File: src/rtl/blink_scan.sv
module blink_scan #(
  parameter int DIGITS    = 8,
  parameter int SEG_W     = 8,
  parameter int FAST_LOG2 = 12,
  parameter int SLOW_LOG2 = 13
) (
  input  logic              clk,
  input  logic              rst_n,
  input  logic              mux_tick,
  input  logic              wr_cs,
  input  logic [7:0]        wr_addr,
  input  logic [7:0]        wr_data,
  output logic [DIGITS-1:0] dig_sel,
  output logic [SEG_W-1:0]  seg_out
);
  localparam int IDX_W = $clog2(DIGITS);
  localparam int FAST_LAST = 2**FAST_LOG2 - 1;
  localparam int SLOW_LAST = 2**SLOW_LOG2 - 1;
  localparam logic [7:0] ADR_LIMIT = 8'h03;
  localparam logic [7:0] ADR_CFG   = 8'h04;
  localparam logic [7:0] ADR_TEST  = 8'h07;
  localparam logic [4:0] ADR_P0    = 5'b01100;
  localparam logic [4:0] ADR_P1    = 5'b01101;

  logic [SEG_W-1:0] p0 [DIGITS];
  logic [SEG_W-1:0] p1 [DIGITS];
  logic cs_q, blink_en, fast_rate, test_on, phase, blank, plane_sel;
  logic [IDX_W-1:0] limit, dig;
  logic [SLOW_LOG2-1:0] pre;

  wire wr_fire = wr_cs & ~cs_q;
  wire cfg_wr  = wr_fire && (wr_addr == ADR_CFG);
  wire en_chg  = cfg_wr && (wr_data[3] != blink_en);
  wire [2:0] wr_idx = wr_addr[2:0];
  wire idx_ok  = 32'(wr_idx) < DIGITS;
  wire pre_end = fast_rate ? (pre >= SLOW_LOG2'(FAST_LAST)) : (pre >= SLOW_LOG2'(SLOW_LAST));
  wire [IDX_W-1:0] dig_nxt = (dig >= limit) ? '0 : dig + 1'b1;

  always_ff @(posedge clk) begin
    if (!rst_n) cs_q <= 1'b0;
    else        cs_q <= wr_cs;
  end

  always_ff @(posedge clk) begin
    if (!rst_n) begin
      blink_en  <= 1'b0;
      fast_rate <= 1'b0;
      test_on   <= 1'b0;
      limit     <= IDX_W'(DIGITS - 1);
    end else if (wr_fire) begin
      if (wr_addr == ADR_LIMIT) limit <= wr_data[IDX_W-1:0];
      if (wr_addr == ADR_TEST)  test_on <= wr_data[0];
      if (cfg_wr) begin
        blink_en  <= wr_data[3];
        fast_rate <= wr_data[2];
      end
    end
  end

  always_ff @(posedge clk) begin
    if (!rst_n) begin
      for (int i = 0; i < DIGITS; i++) begin
        p0[i] <= '0;
        p1[i] <= '0;
      end
    end else if (wr_fire) begin
      if (cfg_wr && wr_data[5]) begin
        for (int i = 0; i < DIGITS; i++) begin
          p0[i] <= '0;
          p1[i] <= '0;
        end
      end else if (idx_ok && wr_addr[7:3] == ADR_P0) begin
        p0[wr_idx[IDX_W-1:0]] <= wr_data[SEG_W-1:0];
      end else if (idx_ok && wr_addr[7:3] == ADR_P1) begin
        p1[wr_idx[IDX_W-1:0]] <= wr_data[SEG_W-1:0];
      end
    end
  end

  always_ff @(posedge clk) begin
    if (!rst_n || en_chg || !blink_en) begin
      pre   <= '0;
      phase <= 1'b0;
    end else if (mux_tick) begin
      if (pre_end) begin
        pre   <= '0;
        phase <= ~phase;
      end else begin
        pre <= pre + 1'b1;
      end
    end
  end

  always_ff @(posedge clk) begin
    if (!rst_n) begin
      dig       <= '0;
      blank     <= 1'b1;
      plane_sel <= 1'b0;
    end else if (mux_tick) begin
      if (blank) begin
        blank <= 1'b0;
      end else begin
        blank     <= 1'b1;
        dig       <= dig_nxt;
        plane_sel <= blink_en & phase;
      end
    end
  end

  assign dig_sel = DIGITS'(1) << dig;
  assign seg_out = blank ? '0 : test_on ? '1 : (plane_sel ? p1[dig] : p0[dig]);
endmodule


File: config.mk
export PLATFORM = sky130hd
export DESIGN_NAME = blink_scan
export DESIGN_NICKNAME = d
export VERILOG_FILES = /design/src/rtl/blink_scan.sv
export SDC_FILE = /design/constraint.sdc
export NUM_CORES = 1
export LEC_CHECK = 0
export BUFFER_PORTS_ARGS = -buffer_cell sky130_fd_sc_hd__buf_2
export CAP_MARGIN = 20
export CORE_MARGIN = 2
export CORE_UTILIZATION = 59
export CTS_CLUSTER_SIZE = 8
export DETAILED_ROUTE_END_ITERATION = 10
export GPL_ROUTABILITY_DRIVEN = 0
export PLACE_DENSITY = 0.86
export SLEW_MARGIN = 0
export SYNTH_ARGS = -nofsm -noshare
export SYNTH_HDL_FRONTEND = slang
export SYNTH_SLANG_ARGS = --single-unit
File: constraint.sdc
create_clock -name clk -period 7.63 [get_ports clk]
set_input_delay 1.1445 -clock clk [delete_from_list [all_inputs] [get_ports clk]]
set_output_delay 1.1445 -clock clk [all_outputs]
set_load 0.02 [all_outputs]
==> impl_metrics.tcl, run 1 <==
set metrics [dict create \
    cts-root-buf "clkbuf_16" \
    track_usage 0.2656 \
    finalSetupTns_ns 0 \
    core_area_um2 11910 \
    regToRegSetupSlack_ns 5.11 \
    diodes 0 \
    cts_buffer_depth 2 \
    cts_tree "yes" \
    n_fill_cell 824 \
    worstHoldStart "limit[0]$_SDFFE_PN1P_" \
    clock_latency_ns 0.43 \
    drv_slew 0 \
    r2r_cells 5 \
    fmax_mhz 256.8 \
    place_ws_ns 3.857 \
    leakage_nw 2.856 \
    synth_area_leaders "edfxtp_1 (54%), dfxtp_1 (8.1%), mux4_2 (7.6%), nor2_1 (7.4%), mux2i_1 (3.4%)" \
    hold_end "limit[0]$_SDFFE_PN1P_" \
    cts_hold_buffers 0 \
    synthCells 574 \
    yosys.cell_types.count 47 \
    rsz0062_at_grt "no" \
    skew_ns 0.005743 \
    grt_overflow 0 \
    yosysWarnings 0 \
    min_path_type "register to register" \
    synthSimpleGateAreaFrac 0.1575 \
    peakVddDrop_mv 0.1426 \
    netlist.area_leader.share 0.5371 \
    setup_viol 0 \
    whs_ns 0.5149 \
    yosysSeqAreaShare 0.6182 \
    regArea_um2 4425 \
    die_x_um 114.1 \
    antenna_found_initial 0 \
    wl_um 16260 \
    multi_input_area_um2 2524 \
    drcViolationCount 0 \
    synthToLayoutAreaGrowth_pct 12.47 \
    ant_nets 0 \
    outcome "finished clean" \
    start_util 0.6008 \
    maxSlewHeadroom 0.2582 \
    cts-buffers-inserted 17 \
    layout.nets 642 \
    synthMuxAreaShare 0.1091 \
    rr_endpoint "p0[6][7]$_SDFFCE_PN0P_" \
    worst_setup_path_start_kind "register" \
    crit_arrival_ns 2.75 \
    post-route-period-util 0.5103 \
    die_area_um2 13030 \
    path_clk_slew_ns 0.06 \
    syn-num-nets 604 \
    path_buf_inv 1 \
    grt_pass1_wl_um 25210 \
    boundaryPins 36 \
    num_rows 40 \
    synth_xor_area_frac 0.01346 \
    cp.required_ns 6.49 \
    end_kind "output port" \
    ys_ff_latch 157 \
    clock_sinks 157 \
    numPortBuffers 35 \
    cp_slowest_cell "dfxtp_2" \
    whs_path_depth 2 \
    dp_hpwl_um 11200 \
    htreeDepth 4 \
    synthAdderAreaFrac 0.01748 \
    grt_pass1_vias 4712 \
    setup.worst_path.class "register to output port" \
    synth_compound_area_frac 0.05507 \
    cap_violations 0 \
    post_cts.repair.setup_buffers 0 \
    setup_slack_ns 3.736 \
    tightest_slew_ns 1.113 \
    first_pass_iters 5 \
    reg2reg_from "cs_q$_SDFF_PN0_" \
    syn_area_um2 7157 \
    chipHeight_um 114.1 \
    critPathTopFamily "flip-flops" \
    vias_per_cell 6.313 \
    drt_iter0_markers 565 \
    worstPathMaxFanout 40 \
    hold_viol_final 0 \
    synth_area_per_cell_um2 12.47 \
    min_period_ns 3.894 \
    synthArstFlopShare 0 \
    avgRoutedWirePerCell_um 21.06 \
    grt_max_degree 41 \
    pwr_density_cell_nw_per_um2 236.1 \
    max_stage_delay_ns 1.05 \
    vias 4874 \
    cts_resized 0 \
    synth_top_family_by_area "simple AND/OR/NAND/NOR gates" \
    cp_cell_sequence "mux2i_1, o22ai_1, a211oi_1, a21oi_1, buf_2" \
    yosys.area.top_type "edfxtp_1" \
    synthFlopType "edfxtp_1" \
    drive_above_1_share 0.1856 \
    synth-edff-count 128 \
]
==> how the worst max path moves through the flow <==
stage | start | endpoint | slack, ns | depth (start not counted)
CTS | register | seg_out[3] | 3.76 | 5
finish | register | seg_out[7] | 3.74 | 5
global route | register | seg_out[7] | 3.63 | 5
global placement | wr_addr[4] | p1[6][3]$_SDFFCE_PN0P_ | 4.13 | 5
floorplan | wr_addr[4] | p1[0][0]$_SDFFCE_PN0P_ | 4.45 | 4
detailed placement | wr_addr[4] | p0[6][6]$_SDFFCE_PN0P_ | 3.86 | 5
==> registers in the layout, indices dropped and copies added (netlist names), named ones only <==
name       count
dig            3
fast_rate      1
cs_q           1
pre           13
p0            64
p1            64
plane_sel      1
test_on        1
blink_en       1
blank          1
phase          1
limit          3
==> synth_stat cells, types with 8 or more instances <==
master      n
inv_1      11
nor2b_1    12
nand2_1    33
clkbuf_1   12
o21ai_0    17
xnor2_1     8
buf_2      11
a21oi_1    11
a211oi_1    8
edfxtp_1  128
nand3_1    11
ha_1       10
mux4_2     24
o22ai_1     8
mux2i_1    24
nor2_1    142
a22oi_1     8
dfxtp_1    29
==> per-layer routing <==
metal  global-route usage  share of wire
met1               0.3477           0.38
met2               0.4306           0.49
met3              0.06882           0.10
met4               0.1041          0.026
met5                    0              0
==> final cells by class <==
class | count | area share
sequential | 157 | 0.5498
multi-input combinational | 373 | 0.3135
clock buffer | 21 | 0.05596
timing repair buffer | 51 | 0.03451
tap | 147 | 0.02285
clock inverter | 11 | 0.01772
inverter | 12 | 0.005596
==> layout by cell type, fill, tap and decap left out, types with 4 or more instances in the layout <==
cell type | synthesis | layout
clkbuf_16 | 0 | 17
nor2b_1 | 12 | 12
nand2b_1 | 6 | 6
buf_4 | 4 | 8
clkinvlp_4 | 0 | 5
o21ai_0 | 17 | 17
edfxtp_1 | 128 | 128
a22oi_1 | 8 | 8
o22ai_1 | 8 | 8
nor2_1 | 142 | 142
ha_1 | 10 | 10
and2_1 | 6 | 6
a211oi_1 | 8 | 8
buf_2 | 11 | 42
nand3_1 | 11 | 11
inv_1 | 11 | 11
nand2_1 | 33 | 33
nor3_1 | 6 | 6
a21oi_1 | 11 | 11
o31ai_1 | 4 | 4
mux4_2 | 24 | 24
dfxtp_1 | 29 | 28
mux2i_1 | 24 | 24
xnor2_1 | 8 | 8
==> tightest hold or removal path, cell delays in order, from the launching register on <==
cell,delay (ns)
dfxtp_1,0.35
mux2i_1,0.08
nand2_1,0.06
==> logic make-up (layout without fill, tap and decap cells) <==
family / after synthesis / in the layout
AO/OA/AOI/OAI: 62 / 62
XOR/XNOR: 11 / 11
adder cells (fa/ha/maj): 10 / 10
buffers and inverters: 44 / 95
flip-flops: 157 / 157
multiplexers: 48 / 48
AND/OR/NAND/NOR: 242 / 242
==> report_power, final <==
part           switching (W)  leakage (nW)  total [W]  internal (W)
sequential         0.0000102          1.61   0.000953      0.000943
clock               0.000323         0.275   0.000843      0.000520
combinational      0.0000687         0.972   0.000104     0.0000354
total               0.000402          2.86    0.00190       0.00150
==> metrics by stage <==
stage,utilization,cell area (um2),std cells,total power [W]
CTS,0.6715,7999,763,0.001897
floorplan,-,7157,574,0.001031
finish,0.6757,8049,772,0.001900
detailed placement,0.6217,7406,731,0.001070
global route,0.6757,8049,772,0.001939
global placement,0.6199,7383,728,0.001065
No activity file was read; power rests on OpenSTA's default activity.
==> run 2, diff against run 1 <==
Clock period 7.63 ns to 3.65 ns, I/O delays scaled along.
==> run 2 against run 1 <==
  * Final cell count did not move
  * Flip-flop and latch count is the same
  * Hold slack worse by 0.15 ns
  * Setup slack lost 3.3 ns
  * Combinational power increased by 110%
  * Largest cell class unchanged
  * Critical path type unchanged
==> impl_metrics.tcl, run 2 (synthesized netlist as in run 1, its figures left out) <==
set metrics [dict create \
    boundaryPins 36 \
    start_util 0.6008 \
    leakage_nw 2.886 \
    grt_pass1_wl_um 25460 \
    cts_resized 0 \
    wl_um 16300 \
    peakVddDrop_mv 0.3436 \
    worst_setup_path_start_kind "register" \
    grt_pass1_vias 4849 \
    drive_above_1_share 0.1872 \
    ant_nets 0 \
    drcViolationCount 0 \
    worstPathMaxFanout 31 \
    path_clk_slew_ns 0.06 \
    crit_arrival_ns 2.65 \
    cts-root-buf "clkbuf_16" \
    dp_hpwl_um 10700 \
    vias_per_cell 6.272 \
    antenna_found_initial 1 \
    multi_input_area_um2 2524 \
    reg.largest.list "p0: 64 flops, p1: 64 flops, pre: 13 flops" \
    vias 4842 \
    n_fill_cell 835 \
    hold_viol_final 0 \
    skew_ns 0.006075 \
    grt_max_degree 32 \
    die_x_um 114.1 \
    die_area_um2 13030 \
    tightest_slew_ns 0.9673 \
    setup.worst_path.class "register to output port" \
    post_cts.repair.setup_buffers 0 \
    num_rows 40 \
    clock_latency_ns 0.42 \
    grt_overflow 0 \
    placed_area_um2 7466 \
    numPortBuffers 35 \
    final_cell_mix "nor2_1 (142), edfxtp_1 (128), buf_2 (36)" \
    whs_ns 0.3606 \
    chipHeight_um 114.1 \
    drt_iter0_markers 687 \
    min_path_type "input pin to register" \
    mostFrequentLayoutCell "nor2_1" \
    finalSetupTns_ns 0 \
    pwr_density_cell_nw_per_um2 497.1 \
    clock_sinks 157 \
    htreeDepth 4 \
    stdcell_area_um2 8087 \
    drv_slew 0 \
    cts_tree "yes" \
    cts-buffers-inserted 17 \
    regArea_um2 4425 \
    cp.required_ns 3.10 \
    min_period_ns 3.193 \
    cts_buffer_depth 2 \
    first_pass_iters 5 \
    maxSlewHeadroom 0.3551 \
    diodes 0 \
    layout.nets 644 \
    post-route-period-util 0.8748 \
    outcome "finished clean" \
    fmax_mhz 313.2 \
    cts_hold_buffers 0 \
    end_kind "output port" \
    synthToLayoutAreaGrowth_pct 12.99 \
    setup_viol 0 \
    avgRoutedWirePerCell_um 21.11 \
    regToRegSetupSlack_ns 1.33 \
    rsz0062_at_grt "no" \
    core_area_um2 11910 \
    track_usage 0.2685 \
    cap_violations 0 \
]
[run 2: changes by cell type in the layout (fill, tap and decap cells not counted), sizes merged]
cell | previous run | this run
buf | 50 | 51
bufinv | 3 | 4
clkbuf | 22 | 20
clkinv | 4 | 6
clkinvlp | 5 | 2
inv | 11 | 12
[run 2: routing by layer]
metal  track usage  vias to the layer above  routed length [um]
met5             0                        -                  13
met4        0.1106                        2                 423
met3       0.07623                       41                1742
met2        0.4385                      305                8064
met1        0.3409                     2324                6052
li1              -                     2170                   -
[run 2: power by group]
part / internal, W / switching (W) / leakage (nW) / total (W)
Clock: 0.00113 / 0.000677 / 0.289 / 0.00181
Combinational: 0.0000769 / 0.000145 / 0.987 / 0.000222
Sequential: 0.00197 / 0.0000197 / 1.61 / 0.00199
Total: 0.00318 / 0.000841 / 2.89 / 0.00402
[run 2: final timing paths]
kind                                            start                endpoint  cells after the start
worst max-delay path                         register              seg_out[1]                      4
worst min-delay path                            wr_cs         cs_q$_SDFF_PN0_                      2
worst max register to register        cs_q$_SDFF_PN0_  p1[6][1]$_SDFFCE_PN0P_                      5
worst min register to register  limit[2]$_SDFFE_PN1P_   limit[2]$_SDFFE_PN1P_                      2
[run 2: area by class of cell]
class / instances / share of cell area
Clock inverter: 12 / 0.02120
Sequential cell: 157 / 0.5473
Timing Repair Buffer: 53 / 0.03806
Inverter: 12 / 0.005570
Tap cell: 147 / 0.02274
Clock buffer: 18 / 0.05307
Multi-Input combinational cell: 373 / 0.3121
[run 2: critical path, cell delays in order, from the launching register on]
cell and delay [ns]:
dfxtp_2 0.95, mux4_2 0.45, a211oi_1 0.47, a21oi_1 0.14, buf_2 0.19
[run 2: stage by stage]
step | worst slack [ns] | std cells | total power (W) | utilization
2_1_floorplan | 1.072 | 574 | 0.002156 | -
3_3_place_gp | 0.8967 | 739 | 0.002232 | 0.6268
3_5_place_dp | 0.7597 | 739 | 0.002242 | 0.6268
4_1_cts | 0.4879 | 769 | 0.004024 | 0.6772
5_1_grt | 0.2979 | 772 | 0.004113 | 0.6789
6_report | 0.4569 | 772 | 0.004020 | 0.6789
==> run 3, diff against run 2 <==
Settings changed: BUFFER_PORTS_ARGS -buffer_cell sky130_fd_sc_hd__buf_2 to not set, DONT_BUFFER_PORTS set to 1, PLACE_DENSITY 0.86 to 0.84.
==> run 3 against run 2 <==
  * Power fell by 1.1%
  * Combinational power down 17%
  * Sequential power about the same
  * Die area unchanged
  * Global-route usage fell by 1.0 points
  * Register-to-register slack barely moved
  * Setup slack improved by 0.021 ns
  * Maximum frequency grew 0.67%
  * Non-clock buffer count shrank 35
  * Sequential share of layout area rose by 1.2 points
  * Flip-flop and latch count unchanged
  * Largest cell class unchanged
  * Highest routed layer is now met4
==> impl_metrics.tcl, run 3 (synthesized netlist as in run 1, its figures left out) <==
set metrics [dict create \
    crit_arrival_ns 2.62 \
    maxSlewHeadroom 0.5582 \
    grt_max_degree 29 \
    hold_viol_final 0 \
    numPortBuffers 0 \
    wl_um 15890 \
    setup.worst_path.class "register to output port" \
    drt_iter0_markers 546 \
    core_area_um2 11910 \
    vias_per_cell 6.360 \
    drv_slew 0 \
    synthToLayoutAreaGrowth_pct 10.58 \
    setup_viol 0 \
    mostFrequentLayoutCell "nor2_1" \
    path_clk_slew_ns 0.06 \
    min_path_type "input pin to register" \
    track_usage 0.2584 \
    cap_violations 0 \
    boundaryPins 36 \
    cts_resized 0 \
    first_pass_iters 5 \
    min_period_ns 3.172 \
    avgRoutedWirePerCell_um 21.50 \
    final_cell_mix "nor2_1 (142), edfxtp_1 (128), nand2_1 (33)" \
    layout.nets 609 \
    diodes 0 \
    cts_hold_buffers 0 \
    drcViolationCount 0 \
    skew_ns 0.01085 \
    reg.largest.list "p0: 64 flops, p1: 64 flops, pre: 13 flops" \
    grt_overflow 0 \
    whs_path_depth 1 \
    r2r_cells 5 \
    finalSetupTns_ns 0 \
    htreeDepth 4 \
    ant_nets 0 \
    reg2reg_from "cs_q$_SDFF_PN0_" \
    vias 4700 \
    grt_pass1_vias 4737 \
    cp.required_ns 3.10 \
    tightest_slew_ns 0.6618 \
    leakage_nw 2.729 \
    dp_hpwl_um 10880 \
    multi_input_area_um2 2524 \
    drive_above_1_share 0.1351 \
    cts-buffers-inserted 17 \
    clock_latency_ns 0.43 \
    regArea_um2 4425 \
    rr_endpoint "p1[6][4]$_SDFFCE_PN0P_" \
    outcome "finished clean" \
    hold_end "limit[2]$_SDFFE_PN1P_" \
    antenna_found_initial 0 \
    num_rows 40 \
    chipHeight_um 114.1 \
    clock_sinks 157 \
    worst_setup_path_start_kind "register" \
    worstHoldStart "rst_n" \
    regToRegSetupSlack_ns 1.34 \
    grt_pass1_wl_um 24480 \
    rsz0062_at_grt "no" \
    pwr_density_cell_nw_per_um2 502.3 \
    die_x_um 114.1 \
    worstPathMaxFanout 16 \
    post_cts.repair.setup_buffers 0 \
    die_area_um2 13030 \
    cts_buffer_depth 2 \
    fmax_mhz 315.3 \
    post-route-period-util 0.8690 \
    p_total_w 0.003975 \
    end_kind "output port" \
    cts-root-buf "clkbuf_16" \
    cts_tree "yes" \
    peakVddDrop_mv 0.3719 \
    start_util 0.6008 \
    n_fill_cell 857 \
]
[run 3: changes by cell type in the layout (fill, tap and decap cells not counted)]
cell | previous run | this run
inv_6 | 1 | 0
clkbuf_8 | 0 | 4
clkbuf_1 | 1 | 5
clkbuf_4 | 2 | 1
clkinv_2 | 3 | 1
buf_2 | 36 | 2
clkinv_4 | 1 | 0
clkinvlp_4 | 2 | 1
bufinv_16 | 4 | 3
[run 3: critical path: stages, from the launching register on]
cell and delay, ns:
dfxtp_1 0.74, buf_4 0.44, mux4_2 0.59, a22oi_1 0.18
a21oi_1 0.22
[run 3: layout make-up]
type	count	share of cell area
inverters	12	0.005692
clock buffers	26	0.06308
multi-input cells	373	0.3189
repair buffers	18	0.01644
well taps	147	0.02324
clock inverters	6	0.01344
flip-flops and latches	157	0.5592
[run 3: metrics by stage]
step / hold slack, ns / cell area (um2) / util / instances / setup slack, ns
after floorplan: 0.4429 / 7157 / - / 574 / 1.072
after global placement: 0.4565 / 7291 / 0.6121 / 704 / 0.9788
after detailed placement: 0.4581 / 7291 / 0.6121 / 704 / 0.9023
after CTS: 0.1711 / 7896 / 0.6629 / 736 / 0.4305
after global routing: 0.1719 / 7914 / 0.6644 / 739 / 0.3340
final: 0.1762 / 7914 / 0.6644 / 739 / 0.4781
[run 3: per-layer routing]
layer	up-vias	track usage	routed length [um]
met5	-	0	0
met4	0	0.1236	475
met3	39	0.08682	1792
met2	280	0.4143	7722
met1	2288	0.3180	5901
li1	2093	-	-
[run 3: power breakdown]
part           internal, W  switching [W]
clock network      0.00114       0.000654
registers          0.00197      0.0000218
logic            0.0000662       0.000118
[run 3: how the worst max path moves through the flow]
stage | slack [ns] | startpoint | cells past startpoint | endpoint
finish | 0.48 | register | 4 | seg_out[5]
global route | 0.33 | register | 4 | seg_out[5]
detailed placement | 0.90 | register | 4 | seg_out[5]
CTS | 0.43 | register | 4 | seg_out[5]
floorplan | 1.07 | wr_addr[4] | 4 | p1[0][0]$_SDFFCE_PN0P_
global placement | 0.98 | register | 4 | seg_out[5]
